<file path="src/rtl/irqCombinerPkg.sv">
package irqCombinerPkg;
  localparam logic [7:0] ADDR_MASTER   = 8'h7C;
  localparam logic [7:0] ADDR_VOLT_GRP = 8'h7E;
  localparam logic [7:0] ADDR_ROUTE    = 8'h7F;
  localparam logic [7:0] ADDR_FAN      = 8'h80;
  localparam logic [7:0] ADDR_TEMP     = 8'h82;
  localparam logic [7:0] ADDR_VOLT_IND = 8'h85;
  localparam logic [7:0] ADDR_FAULT    = 8'h86;
  localparam int         MASTER_BIT    = 2;

  typedef enum logic [2:0] {
    SEL_NONE, SEL_MASTER, SEL_VOLT_GRP, SEL_ROUTE,
    SEL_FAN, SEL_TEMP, SEL_VOLT_IND, SEL_FAULT
  } regSel_e;

  typedef struct packed {
    logic    wrMaster;
    logic    wrVoltGrp;
    logic    wrRoute;
    logic    wrFan;
    logic    wrTemp;
    logic    wrVoltInd;
    regSel_e sel;
  } ctrlStrobes_t;
endpackage

</file>
<file path="src/rtl/irqCombinerCtrl.sv">
module irqCombinerCtrl
  import irqCombinerPkg::*;
(
  input  logic         clk,
  input  logic         rstN,
  input  logic         regWrEn,
  input  logic [7:0]   regAddr,
  output ctrlStrobes_t strobes
);
  regSel_e sel;

  always_comb begin
    unique case (regAddr)
      ADDR_MASTER:   sel = SEL_MASTER;
      ADDR_VOLT_GRP: sel = SEL_VOLT_GRP;
      ADDR_ROUTE:    sel = SEL_ROUTE;
      ADDR_FAN:      sel = SEL_FAN;
      ADDR_TEMP:     sel = SEL_TEMP;
      ADDR_VOLT_IND: sel = SEL_VOLT_IND;
      ADDR_FAULT:    sel = SEL_FAULT;
      default:       sel = SEL_NONE;
    endcase
  end

  always_comb begin
    strobes           = '0;
    strobes.sel       = sel;
    strobes.wrMaster  = regWrEn && (sel == SEL_MASTER);
    strobes.wrVoltGrp = regWrEn && (sel == SEL_VOLT_GRP);
    strobes.wrRoute   = regWrEn && (sel == SEL_ROUTE);
    strobes.wrFan     = regWrEn && (sel == SEL_FAN);
    strobes.wrTemp    = regWrEn && (sel == SEL_TEMP);
    strobes.wrVoltInd = regWrEn && (sel == SEL_VOLT_IND);
  end

  // a single write lands in at most one register
  assert_single_write_R10: assert property (@(posedge clk) disable iff (!rstN)
    $onehot0({strobes.wrMaster, strobes.wrVoltGrp, strobes.wrRoute,
              strobes.wrFan, strobes.wrTemp, strobes.wrVoltInd}));
endmodule

</file>
<file path="src/rtl/irqCombinerDatapath.sv">
module irqCombinerDatapath
  import irqCombinerPkg::*;
#(
  parameter int NUM_TEMP = 3,
  parameter int VOLT_A   = 5,
  parameter int VOLT_B   = 3,
  parameter int NUM_FAN  = 4
) (
  input  logic                clk,
  input  logic                rstN,
  input  ctrlStrobes_t        strobes,
  input  logic [7:0]          wrData,
  input  logic [NUM_TEMP-1:0] tempStatus,
  input  logic [VOLT_A-1:0]   voltStatusA,
  input  logic [VOLT_B-1:0]   voltStatusB,
  input  logic [NUM_FAN-1:0]  fanStatus,
  input  logic [NUM_TEMP-1:0] diodeFault,
  input  logic                pwm2Gen,
  input  logic                tach3PadIn,
  output logic [7:0]          rdData,
  output logic                irqN,
  output logic                pwm2Pad,
  output logic                pwm2Oe,
  output logic                tach3PadOut,
  output logic                tach3Oe,
  output logic                tach3ToMon
);
  localparam int NUM_VOLT = VOLT_A + VOLT_B;

  logic                masterEn;
  logic                voltGrpEn;
  logic [1:0]          routeCfg;
  logic [NUM_FAN:0]    fanCfg;
  logic [NUM_TEMP:0]   tempCfg;
  logic [NUM_VOLT-1:0] voltMask;
  logic [NUM_VOLT-1:0] voltAll;
  logic                tempHit, voltHit, fanHit, irqNext, irqActive;

  always_ff @(posedge clk or negedge rstN) begin
    if (!rstN) begin
      masterEn  <= 1'b0;
      voltGrpEn <= 1'b0;
      routeCfg  <= '0;
      fanCfg    <= '0;
      tempCfg   <= '0;
      voltMask  <= '0;
    end else begin
      if (strobes.wrMaster)  masterEn  <= wrData[MASTER_BIT];
      if (strobes.wrVoltGrp) voltGrpEn <= wrData[0];
      if (strobes.wrRoute)   routeCfg  <= wrData[1:0];
      if (strobes.wrFan)     fanCfg    <= wrData[NUM_FAN:0];
      if (strobes.wrTemp)    tempCfg   <= wrData[NUM_TEMP:0];
      if (strobes.wrVoltInd) voltMask  <= wrData[NUM_VOLT-1:0];
    end
  end

  assign voltAll = {voltStatusB, voltStatusA};
  assign tempHit = tempCfg[0] && |(tempStatus & tempCfg[NUM_TEMP:1]);
  assign voltHit = voltGrpEn && |(voltAll & voltMask);
  assign fanHit  = fanCfg[0] && |(fanStatus & fanCfg[NUM_FAN:1]);
  assign irqNext = masterEn && (tempHit || voltHit || fanHit);

  always_ff @(posedge clk or negedge rstN) begin
    if (!rstN) irqActive <= 1'b0;
    else       irqActive <= irqNext;
  end

  assign irqN        = !irqActive;
  assign pwm2Oe      = 1'b1;
  assign pwm2Pad     = routeCfg[1] ? irqN : pwm2Gen;
  assign tach3Oe     = routeCfg[0];
  assign tach3PadOut = routeCfg[0] && irqN;
  assign tach3ToMon  = routeCfg[0] ? 1'b1 : tach3PadIn;

  always_comb begin
    rdData = '0;
    unique case (strobes.sel)
      SEL_MASTER:   rdData[MASTER_BIT]   = masterEn;
      SEL_VOLT_GRP: rdData[0]            = voltGrpEn;
      SEL_ROUTE:    rdData[1:0]          = routeCfg;
      SEL_FAN:      rdData[NUM_FAN:0]    = fanCfg;
      SEL_TEMP:     rdData[NUM_TEMP:0]   = tempCfg;
      SEL_VOLT_IND: rdData[NUM_VOLT-1:0] = voltMask;
      SEL_FAULT:    rdData[NUM_TEMP-1:0] = diodeFault;
      default:      rdData = '0;
    endcase
  end

  assert_master_gate_R2: assert property (@(posedge clk) disable iff (!rstN)
    !masterEn |=> irqN);

  assert_temp_group_R3: assert property (@(posedge clk) disable iff (!rstN)
    (!tempCfg[0] && voltAll == '0 && fanStatus == '0) |=> irqN);

  assert_fault_ignored_R6: assert property (@(posedge clk) disable iff (!rstN)
    (tempStatus == '0 && voltAll == '0 && fanStatus == '0) |=> irqN);

  assert_pwm_route_R7: assert property (@(posedge clk) disable iff (!rstN)
    routeCfg[1] |-> (pwm2Pad == irqN));

  assert_tach_route_R8: assert property (@(posedge clk) disable iff (!rstN)
    routeCfg[0] |-> (tach3Oe && tach3PadOut == irqN && tach3ToMon));
endmodule

</file>
<file path="src/rtl/irqCombiner.sv">
module irqCombiner
  import irqCombinerPkg::*;
#(
  parameter int NUM_TEMP = 3,
  parameter int VOLT_A   = 5,
  parameter int VOLT_B   = 3,
  parameter int NUM_FAN  = 4
) (
  input  logic                clk,
  input  logic                rstN,
  input  logic                regWrEn,
  input  logic [7:0]          regAddr,
  input  logic [7:0]          regWrData,
  output logic [7:0]          regRdData,
  input  logic [NUM_TEMP-1:0] tempStatus,
  input  logic [VOLT_A-1:0]   voltStatusA,
  input  logic [VOLT_B-1:0]   voltStatusB,
  input  logic [NUM_FAN-1:0]  fanStatus,
  input  logic [NUM_TEMP-1:0] diodeFault,
  input  logic                pwm2Gen,
  input  logic                tach3PadIn,
  output logic                irqN,
  output logic                pwm2Pad,
  output logic                pwm2Oe,
  output logic                tach3PadOut,
  output logic                tach3Oe,
  output logic                tach3ToMon
);
  ctrlStrobes_t strobes;

  irqCombinerCtrl u_ctrl (
    .clk     (clk),
    .rstN    (rstN),
    .regWrEn (regWrEn),
    .regAddr (regAddr),
    .strobes (strobes)
  );

  irqCombinerDatapath #(
    .NUM_TEMP (NUM_TEMP),
    .VOLT_A   (VOLT_A),
    .VOLT_B   (VOLT_B),
    .NUM_FAN  (NUM_FAN)
  ) u_dp (
    .clk         (clk),
    .rstN        (rstN),
    .strobes     (strobes),
    .wrData      (regWrData),
    .tempStatus  (tempStatus),
    .voltStatusA (voltStatusA),
    .voltStatusB (voltStatusB),
    .fanStatus   (fanStatus),
    .diodeFault  (diodeFault),
    .pwm2Gen     (pwm2Gen),
    .tach3PadIn  (tach3PadIn),
    .rdData      (regRdData),
    .irqN        (irqN),
    .pwm2Pad     (pwm2Pad),
    .pwm2Oe      (pwm2Oe),
    .tach3PadOut (tach3PadOut),
    .tach3Oe     (tach3Oe),
    .tach3ToMon  (tach3ToMon)
  );
endmodule

</file>
<file path="config.mk">
export PLATFORM = sky130hd
export DESIGN_NAME = irqCombiner
export DESIGN_NICKNAME = d
export VERILOG_FILES = /design/src/rtl/irqCombinerPkg.sv /design/src/rtl/irqCombinerCtrl.sv /design/src/rtl/irqCombinerDatapath.sv /design/src/rtl/irqCombiner.sv
export SDC_FILE = /design/constraint.sdc
export NUM_CORES = 1
export LEC_CHECK = 0
export BUFFER_PORTS_ARGS = -buffer_cell sky130_fd_sc_hd__buf_4
export CORE_MARGIN = 4
export CORE_UTILIZATION = 25
export DETAILED_ROUTE_END_ITERATION = 16
export GPL_ROUTABILITY_DRIVEN = 0
export GPL_TIMING_DRIVEN = 0
export PLACE_DENSITY = 0.56
export SYNTH_ARGS = -nofsm -noshare
export SYNTH_HDL_FRONTEND = slang
export SYNTH_SLANG_ARGS = --single-unit
</file>
<file path="constraint.sdc">
create_clock -name clk -period 2.9 [get_ports clk]
set_clock_uncertainty 0.05 [all_clocks]
set_input_delay 0.58 -clock clk [delete_from_list [all_inputs] [get_ports clk]]
set_output_delay 0.58 -clock clk [all_outputs]
set_load 0.02 [all_outputs]
</file>
==> impl_summary.md <==
Run status
The flow ran to the end, and the final reports show no timing, DRC or antenna violations.

Critical path
The cell count of the worst reg-to-reg path is 4. The critical path data arrival time is 1.86 ns. The setup path with the least slack is of type in -> out. The critical path launch point type is an input pin. The worst setup path is captured at a primary output. The library cell contributing the largest single delay on the critical path is sky130_fd_sc_hd__or4_1. The data required time at the worst endpoint is 2.27 ns. The reg-to-reg critical path endpoint is u_dp.irqActive. Along the worst path, the maximum fanout reaches 5.

The signal on the critical path passes through buf_4 -> nor3_2 -> nand2b_1 -> or4_1 -> nand3_1 -> buf_4. The most common cell type on the critical path is sky130_fd_sc_hd__buf_4. In this design, the stage delay of the slowest critical-path cell is 0.49 ns. The register-to-register setup slack is 1.51 ns. The startpoint of the worst-slack reg-to-reg timing path is u_dp.voltMask[0].

Power and ir drop
The maximum resistive drop on vdd is 0.0002001 V. The power density of the placed cells is 369.1 nW/um2. In this run the static leakage power is 0.9158 nW. The total power draw is 0.6636 mW.

Logic synthesis
Of the total synthesized cell area, the portion taken by XOR and XNOR cells is 0. The cell area that synthesis handed to floorplanning was 1291 um2. The average instance in the mapped netlist occupies 11.43 um2. Of the synthesized area, sequential elements account for 0.4264. The count of synthesis-stage warnings from yosys is 0. Of the total synthesized cell area, the portion taken by AND, OR, NAND and NOR gates is 0.1725. The number of nets in the synthesized netlist is 152. The compound-cell area share of the yosys netlist was 0.1027. The synthesized netlist contains 33 unique library cells.

The proportion of synthesized area in mux cells is 0.2558. The post-synthesis sequential element count is 22. By area, the combinational part of the netlist is dominated by multiplexers.

Of the total synthesized cell area, the portion taken by full adders, half adders and majority gates is 0. The synthesized netlist cell count is 113.

Timing
In the final timing run, aggregate negative setup slack is 0 ns. The highest clock frequency the design can meet is 401.3 MHz. In the finished design, the share of the clock period the worst path needs comes to 0.8594. Setup repair after global routing left no endpoint under its margin. The number of max-slew violations in the final report is 0. The worst hold margin is 0.1466 ns. The hold violation count in the final report is 0. Setup violations remaining at the end of the flow were counted as 0.

After layout, the worst setup slack is 0.4079 ns. The routed design could run at a clock period as short as 2.492 ns.

Layout
The layout overhead on the synthesized area is 39.24%. After filler insertion, the fill cell instance count of the layout stands at 498. In the final layout, the multi-input gates occupy 689.4 um2. The sequential cell area is 550.5 um2. In the final layout, the share of cells above drive strength 1 is 0.4578. The share of the core filled with cells is 0.3708. The number of antenna diodes is 0. The non-filler instance count after layout is 233. The finished layout cell area is 1798 um2.

The total number of nets in the final design is 206.

Place
Once placement completed, the tool counted placed cells totaling 229. Prior to clock tree synthesis, the placed netlist has a worst setup slack of 0.4135 ns. The number of port buffers is 49.

The standard cell area after detailed placement is 1743 um2. The HPWL after detailed placement is 2.963 mm.

Clock tree
Clock latency on the worst-skew pair, taken at its later pin, is 0.26 ns. The count of H-tree levels built during CTS is 1. After clock tree synthesis, the clock-pin slew on the worst setup and hold paths is 0.08 ns. The quantity of gates resized following cts is 0. TritonCTS built the clock tree.

The clock sink count is 22. Counting along the longest clock path gives a buffer depth of 2. The post-cts hold buffer count is 0. The buffers inserted during post-CTS setup optimization is 0.

In this run, CTS created clock tree buffers numbering 3. The library cell used as clock root buffer is sky130_fd_sc_hd__clkbuf_8.

Floorplan
Row generation in the floorplan step produced 25 rows. The die covers 6378 um2. For this configuration, the core starts out at a cell density of 0.2663. The core area is 4848 um2. Measured along the x axis, the die boundary spans 79.87 um.

The count of pins on the block boundary is 53. The height of the chip is 79.87 um.

Route
The detail-routed net length per standard cell is 15.32 um. In this run the remaining antenna-violating nets after routing total 0. The remaining design rule violation count is 0. The pre-antenna-repair detailed-routing pass consisted of 4 iterations. The number of design-rule violations left by the first detailed-router iteration is 50. The total via count after detailed routing is 1076.

In the routed layout, each cell is associated on average with a via count of 4.618. Summed over all layers, the routed wires come to 3.569 mm.

Run
The tool flagged a number of max-cap violations equal to 0.

GRT
The number of antenna violations at the first check in global routing came to 0. The pin count of the biggest net entering global routing is 23. The first-pass GRT wire length is 5.761 mm. Global routing finished with a remaining overflow of 0. The via count of the first global-routing pass came to 1214.

In the global route stage, overall resource usage came out at 0.1158.

Hold path
The type of the worst min-delay path is in -> async.
kinds of logic (layout without fill, tap and decap cells):
logic type	Yosys count	count (layout)
flops	22	22
other cells	1	1
mux	27	27
buf+inv	9	62
compound gates	17	17
simple gates	37	37
flip-flops by register name (all words and copies together) (netlist names):
| register | flops |
|---|---|
| u_dp.voltMask | 8 |
| u_dp.tempCfg | 4 |
| u_dp.irqActive | 1 |
| u_dp.voltGrpEn | 1 |
| u_dp.routeCfg | 2 |
| u_dp.masterEn | 1 |
| u_dp.fanCfg | 5 |
cells in the mapped netlist:
| cell | instances | area share |
|---|---|---|
| sky130_fd_sc_hd__and3_1 | 1 | 0.0048 |
| sky130_fd_sc_hd__or4_1 | 1 | 0.0058 |
| sky130_fd_sc_hd__and2_4 | 1 | 0.0068 |
| sky130_fd_sc_hd__and2b_1 | 1 | 0.0058 |
| sky130_fd_sc_hd__mux2i_1 | 3 | 0.023 |
| sky130_fd_sc_hd__o22ai_1 | 3 | 0.015 |
| sky130_fd_sc_hd__mux2_4 | 8 | 0.093 |
| sky130_fd_sc_hd__a32oi_1 | 1 | 0.0068 |
| sky130_fd_sc_hd__and2_1 | 3 | 0.015 |
| sky130_fd_sc_hd__nand3_1 | 5 | 0.019 |
| sky130_fd_sc_hd__conb_1 | 1 | 0.0029 |
| sky130_fd_sc_hd__a22o_1 | 1 | 0.0068 |
| sky130_fd_sc_hd__a22oi_1 | 9 | 0.052 |
| sky130_fd_sc_hd__nor2_1 | 5 | 0.015 |
| sky130_fd_sc_hd__nor3_2 | 1 | 0.0078 |
| sky130_fd_sc_hd__nor3_1 | 1 | 0.0039 |
| sky130_fd_sc_hd__nand2b_1 | 5 | 0.024 |
| sky130_fd_sc_hd__dfrtp_1 | 22 | 0.43 |
| sky130_fd_sc_hd__nand2_4 | 1 | 0.0087 |
| sky130_fd_sc_hd__nand2_1 | 4 | 0.012 |
| sky130_fd_sc_hd__mux2_1 | 11 | 0.096 |
| sky130_fd_sc_hd__or2_2 | 1 | 0.0048 |
| sky130_fd_sc_hd__o22a_1 | 1 | 0.0068 |
| sky130_fd_sc_hd__and4b_4 | 1 | 0.011 |
| sky130_fd_sc_hd__nand4_1 | 3 | 0.015 |
| sky130_fd_sc_hd__nor4_1 | 1 | 0.0048 |
| sky130_fd_sc_hd__buf_4 | 2 | 0.012 |
| sky130_fd_sc_hd__inv_1 | 4 | 0.012 |
| sky130_fd_sc_hd__nor2b_1 | 2 | 0.0097 |
| sky130_fd_sc_hd__buf_6 | 1 | 0.0087 |
| sky130_fd_sc_hd__mux2_2 | 5 | 0.044 |
| sky130_fd_sc_hd__a222oi_1 | 2 | 0.016 |
| sky130_fd_sc_hd__buf_2 | 2 | 0.0078 |
per-layer routing:
layer,GRT usage,share of wire
met1,0.1524,0.46
met3,0.02257,0.050
met2,0.1962,0.48
met5,0,0
met4,0.02534,0.0064
worst max-delay path, delay by kind of cell:
family | cells | cell delay [ns]
and+or+nand+nor | 4 | 1.02
buffers and inverters | 2 | 0.27
cell usage in the layout (no fill, tap or decap), drive strengths merged:
| cell | count |
|---|---|
| o22a | 1 |
| nand4 | 3 |
| a22o | 1 |
| o22ai | 3 |
| and3 | 1 |
| mux2 | 24 |
| mux2i | 3 |
| nand3 | 5 |
| nor3 | 2 |
| conb | 1 |
| or4 | 1 |
| nor4 | 1 |
| a222oi | 2 |
| a22oi | 9 |
| dfrtp | 22 |
| a32oi | 1 |
| and2b | 1 |
| and4b | 1 |
| nor2b | 2 |
| nand2b | 5 |
| and2 | 4 |
| buf | 54 |
| clkbuf | 4 |
| nand2 | 5 |
| nor2 | 5 |
| inv | 4 |
| or2 | 1 |
final cells by class:
cell class / count / area share
Inverter: 4 / 0.008351
Buffer: 5 / 0.02018
Clock buffer: 4 / 0.03062
Tap cell: 67 / 0.04663
Timing Repair Buffer: 49 / 0.2046
Multi-Input combinational cell: 82 / 0.3834
Sequential cell: 22 / 0.3062
worst max-delay path by stage:
stage                     startpoint            to  slack [ns]  cells after the start
after global routing      regAddr[3]  regRdData[2]        0.28                      6
after detailed placement  regAddr[3]  regRdData[2]        0.41                      6
after global placement    regAddr[3]  regRdData[2]        0.40                      6
final                     regAddr[3]  regRdData[2]        0.41                      6
after floorplan           regAddr[2]  regRdData[1]        0.69                      5
after CTS                 regAddr[3]  regRdData[2]        0.41                      6
report_power, final:
| group | internal (mW) | switching [mW] |
|---|---|---|
| clock network | 0.121 | 0.0948 |
| registers | 0.321 | 0.0125 |
| logic | 0.0659 | 0.0489 |
Power figures use the tool's default switching activity.
